File: src/rtl/acd_pkg.sv
`timescale 1ns/1ps
// Package: shared widths, fixed audio ratios and the configuration record
// for the audio clock divider. Assumes channel lengths of 16 or 32 bits.
package acd_pkg;
    localparam int DIV_W       = 8;
    localparam int N_W         = DIV_W + 1;
    localparam int MIN_DIV     = 2;
    localparam int MCK_PER_FS  = 256;
    localparam int SLOT_SHORT  = 16;
    localparam int SLOT_LONG   = 32;
    // MCK falling edges per half bit period in each channel-length mode
    localparam int HALF_LONG   = MCK_PER_FS / (4 * SLOT_LONG);
    localparam int HALF_SHORT  = MCK_PER_FS / (4 * SLOT_SHORT);
    localparam int Q_W         = $clog2(HALF_SHORT);
    localparam int SLOT_W      = $clog2(SLOT_LONG);

    typedef struct packed {
        logic [DIV_W-1:0] div;
        logic             odd;
        logic             mck_en;
        logic             ch32;
    } acd_cfg_t;

    // Effective ratio with the small-divider clamp applied
    function automatic logic [N_W-1:0] eff_ratio(input acd_cfg_t c);
        logic [DIV_W-1:0] d;
        d = (c.div < DIV_W'(MIN_DIV)) ? DIV_W'(MIN_DIV) : c.div;
        return {d, c.odd};
    endfunction
endpackage

File: src/rtl/acd_prescale.sv
`timescale 1ns/1ps
// Module: ratio counter producing the MCK-rate phase signal.
// Period is ratio cycles, low floor(ratio/2) then high ceil(ratio/2).
// Also gives next-edge event flags so later stages stay edge aligned.
// Assumes ratio >= 4 and stable while active.
module acd_prescale
    import acd_pkg::*;
(
    input  logic           clk,
    input  logic           rst_n,
    input  logic           active,
    input  logic [N_W-1:0] ratio,
    output logic           ph_q,
    output logic           rise_nxt,
    output logic           wrap_nxt
);
    logic [N_W-1:0] cnt_q;
    logic [N_W-1:0] cnt_nxt;
    logic [N_W-1:0] low_len;

    // Next count and the events that occur on the coming edge
    always_comb begin
        low_len  = ratio >> 1;
        wrap_nxt = active && (cnt_q == ratio - N_W'(1));
        cnt_nxt  = (cnt_q == ratio - N_W'(1)) ? '0 : cnt_q + N_W'(1);
        rise_nxt = active && (cnt_nxt == low_len);
    end

    // Counter and phase register, cleared whenever the block is idle
    always_ff @(posedge clk) begin
        if (!rst_n || !active) begin
            cnt_q <= '0;
            ph_q  <= 1'b0;
        end else begin
            cnt_q <= cnt_nxt;
            ph_q  <= (cnt_nxt >= low_len);
        end
    end
endmodule

File: src/rtl/acd_bitgen.sv
`timescale 1ns/1ps
// Module: bit clock generator. In direct mode it follows the prescaler
// phase. In master mode it toggles on every HALF-th MCK falling edge.
// Exposes the next-edge BCK falling event for the slot counter.
module acd_bitgen
    import acd_pkg::*;
(
    input  logic clk,
    input  logic rst_n,
    input  logic active,
    input  logic mck_mode,
    input  logic ch32,
    input  logic rise_nxt,
    input  logic wrap_nxt,
    output logic bck_q,
    output logic fall_nxt
);
    logic [Q_W-1:0] q_cnt;
    logic [Q_W-1:0] half_lim;
    logic           toggle;
    logic           bck_nxt;

    // Select the toggle rule for the active mode
    always_comb begin
        half_lim = ch32 ? Q_W'(HALF_LONG - 1) : Q_W'(HALF_SHORT - 1);
        toggle   = wrap_nxt && (q_cnt == half_lim);
        if (mck_mode) begin
            bck_nxt  = toggle ? !bck_q : bck_q;
            fall_nxt = toggle && bck_q;
        end else begin
            bck_nxt  = rise_nxt ? 1'b1 : (wrap_nxt ? 1'b0 : bck_q);
            fall_nxt = wrap_nxt;
        end
    end

    // Bit clock level and MCK-fall counter
    always_ff @(posedge clk) begin
        if (!rst_n || !active) begin
            q_cnt <= '0;
            bck_q <= 1'b0;
        end else begin
            bck_q <= bck_nxt;
            if (wrap_nxt)
                q_cnt <= toggle ? '0 : q_cnt + Q_W'(1);
        end
    end
endmodule

File: src/rtl/acd_slotcnt.sv
`timescale 1ns/1ps
// Module: counts BCK falling edges and pulses one cycle at the end of each
// channel slot of 16 or 32 bits. The pulse is registered on the same edge
// as the BCK fall it marks.
module acd_slotcnt
    import acd_pkg::*;
(
    input  logic clk,
    input  logic rst_n,
    input  logic active,
    input  logic ch32,
    input  logic fall_nxt,
    output logic tick_q
);
    logic [SLOT_W-1:0] bit_cnt;
    logic [SLOT_W-1:0] lim;
    logic              last;

    // Slot boundary detection
    always_comb begin
        lim  = ch32 ? SLOT_W'(SLOT_LONG - 1) : SLOT_W'(SLOT_SHORT - 1);
        last = fall_nxt && (bit_cnt == lim);
    end

    // Bit counter and tick register
    always_ff @(posedge clk) begin
        if (!rst_n || !active) begin
            bit_cnt <= '0;
            tick_q  <= 1'b0;
        end else begin
            tick_q <= last;
            if (fall_nxt)
                bit_cnt <= last ? '0 : bit_cnt + SLOT_W'(1);
        end
    end
endmodule

File: src/rtl/audio_clk_div.sv
`timescale 1ns/1ps
// Module: top of the audio clock divider. Captures configuration while idle,
// runs the prescaler, bit clock and slot stages while enabled.
// Assumes all inputs are synchronous to clk.
module audio_clk_div
    import acd_pkg::*;
(
    input  logic             clk,
    input  logic             rst_n,
    input  logic             en_i,
    input  logic [DIV_W-1:0] div_i,
    input  logic             odd_i,
    input  logic             mck_en_i,
    input  logic             ch32_i,
    output logic             mck_o,
    output logic             bck_o,
    output logic             ws_tick_o
);
    acd_cfg_t       cfg_q;
    logic           run_q;
    logic           active;
    logic           mck_mode_q;
    logic [N_W-1:0] ratio;
    logic           ph;
    logic           rise_nxt;
    logic           wrap_nxt;
    logic           fall_nxt;

    // Run flag and configuration capture while not running
    always_ff @(posedge clk) begin
        if (!rst_n) begin
            run_q <= 1'b0;
            cfg_q <= '{div: DIV_W'(MIN_DIV), odd: 1'b0, mck_en: 1'b0, ch32: 1'b0};
        end else begin
            run_q <= en_i;
            if (!run_q)
                cfg_q <= '{div: div_i, odd: odd_i, mck_en: mck_en_i, ch32: ch32_i};
        end
    end

    // Derived control values
    always_comb begin
        active     = en_i && run_q;
        mck_mode_q = cfg_q.mck_en;
        ratio      = eff_ratio(cfg_q);
    end

    acd_prescale u_pre (
        .clk      (clk),
        .rst_n    (rst_n),
        .active   (active),
        .ratio    (ratio),
        .ph_q     (ph),
        .rise_nxt (rise_nxt),
        .wrap_nxt (wrap_nxt)
    );

    acd_bitgen u_bit (
        .clk      (clk),
        .rst_n    (rst_n),
        .active   (active),
        .mck_mode (mck_mode_q),
        .ch32     (cfg_q.ch32),
        .rise_nxt (rise_nxt),
        .wrap_nxt (wrap_nxt),
        .bck_q    (bck_o),
        .fall_nxt (fall_nxt)
    );

    acd_slotcnt u_slot (
        .clk      (clk),
        .rst_n    (rst_n),
        .active   (active),
        .ch32     (cfg_q.ch32),
        .fall_nxt (fall_nxt),
        .tick_q   (ws_tick_o)
    );

    assign mck_o = ph && mck_mode_q;
endmodule

File: config.mk
export PLATFORM = sky130hd
export DESIGN_NAME = audio_clk_div
export DESIGN_NICKNAME = d
export VERILOG_FILES = /design/src/rtl/acd_pkg.sv /design/src/rtl/acd_prescale.sv /design/src/rtl/acd_bitgen.sv /design/src/rtl/acd_slotcnt.sv /design/src/rtl/audio_clk_div.sv
export SDC_FILE = /design/constraint.sdc
export NUM_CORES = 1
export LEC_CHECK = 0
export BUFFER_PORTS_ARGS = -buffer_cell sky130_fd_sc_hd__buf_2
export CAP_MARGIN = 10
export CELL_PAD_IN_SITES_DETAIL_PLACEMENT = 1
export CELL_PAD_IN_SITES_GLOBAL_PLACEMENT = 1
export CORE_ASPECT_RATIO = 0.8
export CORE_MARGIN = 1.5
export CORE_UTILIZATION = 45
export CTS_CLUSTER_SIZE = 20
export DETAILED_ROUTE_END_ITERATION = 8
export PLACE_DENSITY = 0.76
export SLEW_MARGIN = 20
export SYNTH_ARGS = -nofsm -noshare
export SYNTH_HDL_FRONTEND = slang
export SYNTH_SLANG_ARGS = --single-unit
File: constraint.sdc
create_clock -name clk -period 4.85 [get_ports clk]
set_clock_uncertainty 0.15 [all_clocks]
set_input_delay 0.97 -clock clk [delete_from_list [all_inputs] [get_ports clk]]
set_output_delay 0.97 -clock clk [all_outputs]
set_load 0.01 [all_outputs]
# [Yosys cells after proc, flatten, opt, wreduce, memory -nomap -nowiden]
# Cells that the tools add are included.
[classes] add_sub_neg=4 mul=0 n_div=0 n_lt_le_gt_ge=2 eq_ne=5 n_shift=0 n_mux=11 bitwise=0 n_reduce_logical=13
[op_table] operator="two-way mux 5 bit" n=2
[op_table] operator="adder 9 x 1 -> 9 bit (second input constant)" n=1
[op_table] operator="equality test 9 x 8 -> 1 bit" n=1
[op_table] operator="equality test 9 bit" n=1
[op_table] operator="greater-or-equal comparator 9 x 8 -> 1 bit" n=1
[op_table] operator="two-way mux 9 bit" n=1
[op_table] operator="subtractor 9 x 1 -> 9 bit (second input constant)" n=1
[op_table] operator="< comparator 8 x 2 -> 1 bit (second input constant)" n=1
[op_table] operator="two-way mux 8 bit" n=1
[op_table] operator="logical AND 1 bit" n=7
[op_table] operator="adder 5 x 1 -> 5 bit (second input constant)" n=1
[op_table] operator="equality test 5 bit" n=1
[op_table] operator="two-way mux 1 bit" n=5
[op_table] operator="two-way mux 2 bit" n=2
[op_table] operator="zero test 1 bit" n=3
[op_table] operator="nonzero test 3 bit" n=1
[op_table] operator="adder 2 x 1 -> 2 bit (second input constant)" n=1
[op_table] operator="equality test 2 bit" n=1
[op_table] operator="!= test 2 x 1 -> 1 bit (second input constant)" n=1
[op_table] operator="AND reduction 2 bit" n=1
[op_table] operator="logical OR 1 bit" n=1
[word_totals] ff_bits=31 latch_bits=0 ramBits=0 romBits=0 in_bits=14 output_inout_bits=3 word_cells=46 memories=0

# [Longest topological paths before layout]
# Gate-level depths: netlist (run 1).
[logic_depth] depth_word=10 depth_mapped=20 ltp_nobuf=17

# [Modules after synthesis]
# From an unflattened synthesis (run 1), not the netlist that was laid out.
[hier_totals] hier_cells=212 area_unflattened_um2=1873.0
[by_module_without_submodules] module="acd_prescale" n_inst=1 cells_per_inst=119 area_per_inst_um2=958.4 seq_area_each_um2=200.2
[by_module_without_submodules] module="audio_clk_div" n_inst=1 cells_per_inst=50 area_per_inst_um2=504.2 seq_area_each_um2=240.2
[by_module_without_submodules] module="acd_slotcnt" n_inst=1 cells_per_inst=25 area_per_inst_um2=249.0 seq_area_each_um2=120.1
[by_module_without_submodules] module="acd_bitgen" n_inst=1 cells_per_inst=18 area_per_inst_um2=161.4 seq_area_each_um2=60.1

# [Worst setup path before layout (run 1)]
# No wires, ideal clock.
[synth_timing] path_kind="reg2reg" start="register cfg_q[6] (netlist bit)" end="register u_bit.bck_q" setup_time_ns=0.121 arrival_ns=3.798 t_required_ns=4.579 path_slack_ns=0.781 path_stages_with_launch=21 path_buffers=3 period_less_slack_ns=4.069 cell_sequence="dfxtp_1 -> buf_2 -> nor4_1 -> nand2_1 -> nand2_1 -> ha_1 -> nand2b_1 -> a21o_1 -> nor4_1 -> o221ai_2 -> buf_6 -> nor2_2 -> buf_2 -> nor2_1 -> ha_1 -> and3_1 -> nand4_1 -> nor2_1 -> a21oi_1 -> nor2_1 -> mux2_2"
[synth_via] elab_chain_len=9 word_cells_on_any_way=14 classes_between="add/sub (1); order compare (1); eq/ne (3); mux (4); reduce/logical (5)"
[synth_rtl] item="start, declared" line="audio_clk_div.sv:19" rtl="acd_cfg_t cfg_q;"
[synth_rtl] item="start signal, assigned" line="audio_clk_div.sv:33" rtl="cfg_q <= '{div: DIV_W'(MIN_DIV), odd: 1'b0, mck_en: 1'b0, ch32: 1'b0};"
[synth_rtl] item="start signal, assigned" line="audio_clk_div.sv:37" rtl="cfg_q <= '{div: div_i, odd: odd_i, mck_en: mck_en_i, ch32: ch32_i};"
[synth_rtl] item="< comparator 8 x 2 -> 1 bit" line="acd_pkg.sv:27" rtl="d = (c.div < DIV_W'(MIN_DIV)) ? DIV_W'(MIN_DIV) : c.div;"
[synth_rtl] item="two-way mux 8 bit *" line="acd_pkg.sv:27"
[synth_rtl] item="subtractor 9 x 1 -> 9 bit *" line="acd_prescale.sv:25" rtl="cnt_nxt = (cnt_q == ratio - N_W'(1)) ? '0 : cnt_q + N_W'(1);"
[synth_rtl] item="equality test 9 bit *" line="acd_prescale.sv:25"
[synth_rtl] item="two-way mux 9 bit *" line="acd_prescale.sv:25"
[synth_rtl] item="named net u_pre.cnt_nxt[7]" line="acd_prescale.sv:18" rtl="logic [N_W-1:0] cnt_nxt;"
[synth_rtl] item="equality test 9 x 8 -> 1 bit *" line="acd_prescale.sv:26" rtl="rise_nxt = active && (cnt_nxt == low_len);"
[synth_rtl] item="logical AND 1 bit *" line="acd_prescale.sv:26"
[synth_rtl] item="nonzero test 3 bit (no source line) or two-way mux 1 bit (tied branches)"
[synth_rtl] item="AND reduction 2 bit (no source line) or two-way mux 1 bit (tied branches)"
[synth_rtl] item="end signal, assigned" line="acd_bitgen.sv:42" rtl="bck_q <= bck_nxt;"
[synth_rtl] item="end, declared" line="acd_bitgen.sv:15" rtl="output logic bck_q,"
# The timed path passes the listed nets; every way through them passes the cells marked *.
# A chain may end at the register's enable or synchronous reset.

# [Worst setup path in the final report (run 1)]
[layout_timing] start="register cfg_q[5] (netlist bit)" end="register u_pre.ph_q"
[layout_via] elab_chain_len=6
[layout_rtl] item="< comparator 8 x 2 -> 1 bit" line="acd_pkg.sv:27"
[layout_rtl] item="two-way mux 8 bit *" line="acd_pkg.sv:27"
[layout_rtl] item="subtractor 9 x 1 -> 9 bit *" line="acd_prescale.sv:25"
[layout_rtl] item="equality test 9 bit *" line="acd_prescale.sv:25"
[layout_rtl] item="two-way mux 9 bit *" line="acd_prescale.sv:25"
[layout_rtl] item="named net u_pre.cnt_nxt[1]" line="acd_prescale.sv:18"
[layout_rtl] item="greater-or-equal comparator 9 x 8 -> 1 bit *" line="acd_prescale.sv:36" rtl="ph_q <= (cnt_nxt >= low_len);"
[layout_rtl] item="end signal, assigned" line="acd_prescale.sv:36"
[layout_rtl] item="end, declared" line="acd_prescale.sv:13" rtl="output logic ph_q,"
# Marks and branches as above.

==> flow_summary.json, run 1 <==
{
  "via_count": 1658,
  "synth_top_area_frac": 0.326,
  "fill_cells": 496,
  "antenna_found_initial": 0,
  "drt_iter0_drc": 95,
  "cp_slowest_stage_delay_ns": 0.46,
  "drc": 0,
  "yosysWarningCount": 0,
  "report.final.slew_viol_count": 0,
  "path_max_fanout": 11,
  "grt_pass1_wl_um": 8410,
  "grt.overflow.total": 0,
  "worstSetupPathType": "flip-flop to flip-flop",
  "cts.clk_slew.worst_paths_ns": 0.07,
  "tns_ns": 0,
  "switching_share": 0.278,
  "port-buffer-count": 16,
  "start_kind": "flip-flop",
  "status": "finished clean",
  "die_x_um": 75.8,
  "syn_area_um2": 1910,
  "hold_violations": 0,
  "clock_latency_ns": 0.29,
  "syn_to_final_growth_pct": 10.1,
  "ys_ff_latch": 31,
  "nets": 261,
  "vias_per_cell": 5.68,
  "worstHoldPathType": "flip-flop to flip-flop",
  "drive_gt1_frac": 0.143,
  "fp.dieH_um": 61.2,
  "powerDensity_nw_per_um2": 261,
  "synth.avg_cell_area_um2": 8.62,
  "grt_max_degree": 21,
  "first_global_vias": 1723,
  "max-cap-violations": 0,
  "power_switching_mw": 0.152,
  "dp_cells": 284,
  "slowest_stage": "nor4_2",
  "fin_crit_ns": 4.37,
  "dieArea_um2": 4640,
  "critPathArrivalTime_ns": 4.37,
  "power.combinational.fraction": 0.134,
  "stdcell_count": 292,
  "core_area_um2": 3930,
  "intPower_mw": 0.396,
  "seq_area_frac_synth": 0.326,
  "hpwl_um": 3830,
  "seqPwrFrac": 0.506,
  "worst_pin_slew_ns": 0.778,
  "max_slew_margin": 0.480,
  "h-tree-depth": 2,
  "synth_ff_type": "dfxtp_1",
  "synth_area_leaders": "dfxtp_1 33%, ha_1 7.2%, mux2i_1 5.8%, xnor2_1 5.5%, nor2b_1 4.3%",
  "clkPwrFrac": 0.360,
  "path_cells": "nor4_2 -> nand2_1 -> nand2_1 -> ha_1 -> nand2b_1 -> a21o_1 -> nor4_1 -> o221ai_2 -> nor2_2 -> nor2b_1 -> ha_1 -> nor2b_1 -> o21a_1 -> o21a_1 -> o21a_1 -> o21ai_0 -> a31oi_1",
  "async_flop_share": 0,
  "drtAntennaViolNets": 0,
  "synth_edf_count": 0,
  "num_io_pins": 17,
  "setup-violations-final": 0,
  "firstDrtPassIters": 4,
  "crit_path_frequent_cell": "o21a_1",
  "antennaDiodeCount": 0,
  "fmax_mhz": 229,
  "syn_nets": 246,
  "cts_tree": "done",
  "grt_use_total": 0.254,
  "clk_path_buf_depth": 2,
  "cts_buffers": 5,
  "rows": 20,
  "syn_inst": 221,
  "rsz0062_at_grt": "no",
  "cts.sinks": 31,
  "vdd_drop_max_mv": 0.151,
  "wl_per_cell_um": 17.3,
  "p_leak_nw": 0.815,
  "yosys.area.top_type": "dfxtp_1",
  "crit_required_ns": 4.84,
  "endpoint_kind": "flip-flop",
  "fin_crit_sh": 0.902,
  "initial_core_util": 0.485,
  "whs_ns": 0.358,
  "ys_types": 42,
  "clock_tree.root_cell": "clkbuf_8",
  "totalWireLength_um": 5060,
  "place_congestion": 0.945
}
## cell usage after synthesis (all sizes together) (2+ instances only)
| cell type | count |
|---|---|
| buf | 5 |
| o21ai | 2 |
| a21oi | 13 |
| o21a | 3 |
| nor2 | 16 |
| and2 | 3 |
| xor2 | 8 |
| nor4 | 4 |
| nand2 | 15 |
| nor2b | 13 |
| mux2i | 11 |
| ha | 11 |
| o211a | 2 |
| o31ai | 7 |
| dfxtp | 31 |
| and3 | 3 |
| inv | 9 |
| clkbuf | 4 |
| nand3 | 8 |
| nor3 | 13 |
| xnor2 | 12 |
| nand4 | 5 |
| or3 | 2 |
| or2 | 2 |
| nand2b | 2 |
| or4 | 4 |
| a21o | 4 |
## repair_timing
action	CTS	global route
gates resized for setup	0	1
endpoints found under the setup margin	0	1
buffers inserted	0	0
hold buffers	0	0
## path summary, 6_finish.rpt
| kind | from | endpoint | slack (ns) | depth (start not counted) |
|---|---|---|---|---|
| worst max-delay path | cfg_q[5] | u_pre.ph_q | 0.48 | 17 |
| worst min-delay path | u_slot.bit_cnt[1] | u_slot.bit_cnt[1] | 0.36 | 2 |
| worst max register to register | cfg_q[5] | u_pre.ph_q | 0.48 | 17 |
| worst min register to register | u_slot.bit_cnt[1] | u_slot.bit_cnt[1] | 0.36 | 2 |
## cell families after synthesis
| group | count (synthesis) | share of synthesized area |
|---|---|---|
| AND/OR/NAND/NOR | 93 | 0.259 |
| AO/OA/AOI/OAI | 36 | 0.139 |
| flip-flops | 31 | 0.326 |
| XOR/XNOR | 20 | 0.0959 |
| buffers and inverters | 18 | 0.0446 |
| multiplexers | 12 | 0.0637 |
| adder cells (fa/ha/maj) | 11 | 0.0722 |
## cell usage in the layout (no fill, tap or decap), types with 4 or more instances in the layout
master    synthesis  final
nand3_1           8      8
a21o_1            4      4
o31ai_1           6      6
nor2b_1          13     13
mux2i_1          11     11
nand2_1          15     15
nor3_1           13     13
xnor2_1          12     12
a21oi_1          13     13
ha_1             11     11
inv_1             9      9
nor2_1           15     15
dfxtp_1          31     31
buf_2             2     16
clkbuf_8          0      5
xor2_1            7      7
nand4_1           5      5
## layout make-up
type                       count  area [um2]  share of cell area
tap                           55        68.8              0.0328
timing repair buffer          17        87.6              0.0417
clock buffer                   7        76.3              0.0364
clock inverter                 1        5.00             0.00239
multi-input combinational    172        1210               0.575
inverter                       9        33.8              0.0161
sequential                    31         621               0.296
## power by group through the flow
stage / clock [mW] / sequential [mW] / combinational, mW
final: 0.197 / 0.277 / 0.0735
after global routing: 0.218 / 0.278 / 0.0816
after CTS: 0.203 / 0.276 / 0.0733
after detailed placement: 0 / 0.282 / 0.0719
after global placement: 0 / 0.282 / 0.0686
after floorplan: 0 / 0.274 / 0.0607
## sequential cells by signal (all words and copies together), names as in the netlist
register        count
u_pre.ph_q          1
u_slot.tick_q       1
u_bit.bck_q         1
u_slot.bit_cnt      5
u_pre.cnt_q         9
run_q               1
cfg_q              10
mck_mode_q          1
u_bit.q_cnt         2
## metrics by stage
stage	area, um2	total power, mW	setup slack, ns	utilization
floorplan	1910	0.334	0.781	-
global placement	2010	0.350	0.573	0.512
detailed placement	2010	0.354	0.391	0.512
CTS	2090	0.553	0.325	0.532
global route	2100	0.578	0.0918	0.534
finish	2100	0.548	0.476	0.534
## worst max-delay path: cells and delay by family, from the launching register on
| kind | cells | cell delay [ns] |
|---|---|---|
| DFF | 1 | 0.42 |
| AOI/OAI and AO/OA | 7 | 1.31 |
| adders and majority gates | 2 | 0.51 |
| and+or+nand+nor | 8 | 1.82 |
## routing by layer
| metal | routed length [um] | track usage |
|---|---|---|
| met1 | 2570 | 0.351 |
| met3 | 184 | 0.0540 |
| met4 | 99 | 0.112 |
| met2 | 2210 | 0.384 |
| met5 | 0 | 0 |
(Power assumes the default switching activity.)
==> run 2: changes to the inputs <==
Settings changed: CORE_UTILIZATION 45 to 35, PLACE_DENSITY 0.76 to 0.61.
==> flow_summary.json, run 2 (same netlist as run 1, synthesis figures left out) <==
{
  "setup_ws_ns": 0.509,
  "drive_gt1_frac": 0.158,
  "max-cap-violations": 0,
  "initial_core_util": 0.372,
  "fin_crit_sh": 0.895,
  "critPathArrivalTime_ns": 4.32,
  "hold_violations": 0,
  "start_kind": "flip-flop",
  "core_area_um2": 5120,
  "rsz0062_at_grt": "no",
  "fin_crit_ns": 4.34,
  "first_global_vias": 1543,
  "num_io_pins": 17,
  "cts_resized": 0,
  "fp.dieH_um": 69.0,
  "final_cell_mix": "31 x dfxtp_1, 16 x buf_2, 15 x nand2_1, 15 x nor2_1",
  "antenna_found_initial": 0,
  "tns_ns": 0,
  "nets": 264,
  "cts.sinks": 31,
  "slowest_stage": "nor4_1",
  "syn_to_final_growth_pct": 13.3,
  "max_slew_margin": 0.532,
  "rows": 23,
  "clk_path_buf_depth": 2,
  "crit_path_frequent_cell": "o21a_1",
  "cts_buffers": 5,
  "endpoint_kind": "flip-flop",
  "cts_setup_buffers": 0,
  "drt_iter0_drc": 40,
  "h-tree-depth": 2,
  "path_max_fanout": 17,
  "place_congestion": 0.794,
  "grt.overflow.total": 0,
  "grt_use_total": 0.183,
  "vdd_drop_max_mv": 0.139,
  "regMostFlops": "cfg_q",
  "cts_tree": "done",
  "wl_per_cell_um": 16.0,
  "path_cells": "nor4_1 -> nand2_1 -> nand2_1 -> ha_1 -> nand2b_1 -> a21o_1 -> nor4_1 -> o221ai_2 -> nor2_2 -> buf_4 -> nor2b_1 -> ha_1 -> nor2b_1 -> o21a_1 -> o21a_1 -> o21a_1 -> o21ai_0 -> a31oi_1",
  "cts-hold-fix-buffers": 0,
  "timing.rr.start": "cfg_q[6]",
  "dieArea_um2": 5900,
  "worst_pin_slew_ns": 0.700,
  "totalWireLength_um": 4830,
  "report.final.slew_viol_count": 0,
  "drc": 1,
  "cp-startpoint": "cfg_q[6]",
  "via_count": 1604,
  "grt_pass1_wl_um": 8120,
  "final_common_cell": "dfxtp_1",
  "firstDrtPassIters": 6,
  "clock_tree.root_cell": "clkbuf_8",
  "p_leak_nw": 0.847,
  "utilization": 0.422,
  "regToRegSetupSlack_ns": 0.51,
  "largest_reg_flops": 10,
  "fmax_mhz": 230,
  "setup-violations-final": 0,
  "vias_per_cell": 5.31,
  "hpwl_um": 3750,
  "status": "finished with violations",
  "violations": "design-rule violations",
  "cp_slowest_stage_delay_ns": 0.57,
  "clock_latency_ns": 0.29,
  "die_x_um": 85.5,
  "grt_max_degree": 21,
  "port-buffer-count": 16,
  "hp-start": "u_slot.bit_cnt[1]",
  "crit_required_ns": 4.83,
  "worstSetupPathType": "flip-flop to flip-flop",
  "cts.clk_slew.worst_paths_ns": 0.07,
  "top_regs": "cfg_q (10), u_pre.cnt_q (9), u_slot.bit_cnt (5)",
  "antennaDiodeCount": 0,
  "worstHoldPathType": "flip-flop to flip-flop",
  "drtAntennaViolNets": 0,
  "powerDensity_nw_per_um2": 286,
  "place_ws_ns": 0.541
}
-- run 2: cell count changes in the layout (fill, tap and decap cells not counted), sizes merged --
cell / before / now
clkbuf: 7 / 6
buf: 17 / 20
bufinv: 0 / 1
-- run 2: final cells by class --
class | count | area [um2]
fill | 628 | 2960
clock inverter | 2 | 35.0
tap | 62 | 77.6
inverter | 9 | 33.8
timing repair buffer | 20 | 110
multi-input combinational | 172 | 1200
sequential | 31 | 621
clock buffer | 6 | 82.6
-- run 2: path summary, 6_finish.rpt --
check | to | cells after the start
setup / recovery | u_pre.ph_q | 18
setup reg to reg | u_pre.ph_q | 18
hold reg to reg | u_slot.bit_cnt[1] | 2
hold / removal | u_slot.bit_cnt[1] | 2
-- run 2: per-layer routing --
layer | track usage | part of all wire | vias up
met3 | 0.0500 | 0.028 | 6
met5 | 0 | 0 | -
li1 | - | - | 818
met2 | 0.266 | 0.40 | 21
met1 | 0.266 | 0.56 | 759
met4 | 0.0484 | 0.011 | 0
-- run 2: worst max-delay path: cells and delay by family, from the launching register on --
family | cells | cell delay (ns)
DFF | 1 | 0.39
buffers and inverters | 1 | 0.23
adders and majority gates | 2 | 0.51
and+or+nand+nor | 8 | 1.79
AOI/OAI and AO/OA | 7 | 1.12
-- run 2: report_power, final --
group	leakage, nW	switching [mW]	total [mW]	internal [mW]
Sequential	0.253	0.0136	0.275	0.261
Clock	0.0612	0.102	0.268	0.166
Combinational	0.533	0.0398	0.0754	0.0356
Total	0.847	0.155	0.618	0.463
-- run 2: through the flow --
| stage | total power, mW | hold slack (ns) | area [um2] | instances |
|---|---|---|---|---|
| floorplan | 0.334 | 0.311 | 1910 | 221 |
| global placement | 0.356 | 0.334 | 2040 | 294 |
| detailed placement | 0.356 | 0.344 | 2040 | 294 |
| CTS | 0.627 | 0.355 | 2160 | 302 |
| global route | 0.650 | 0.376 | 2160 | 302 |
| finish | 0.618 | 0.354 | 2160 | 302 |
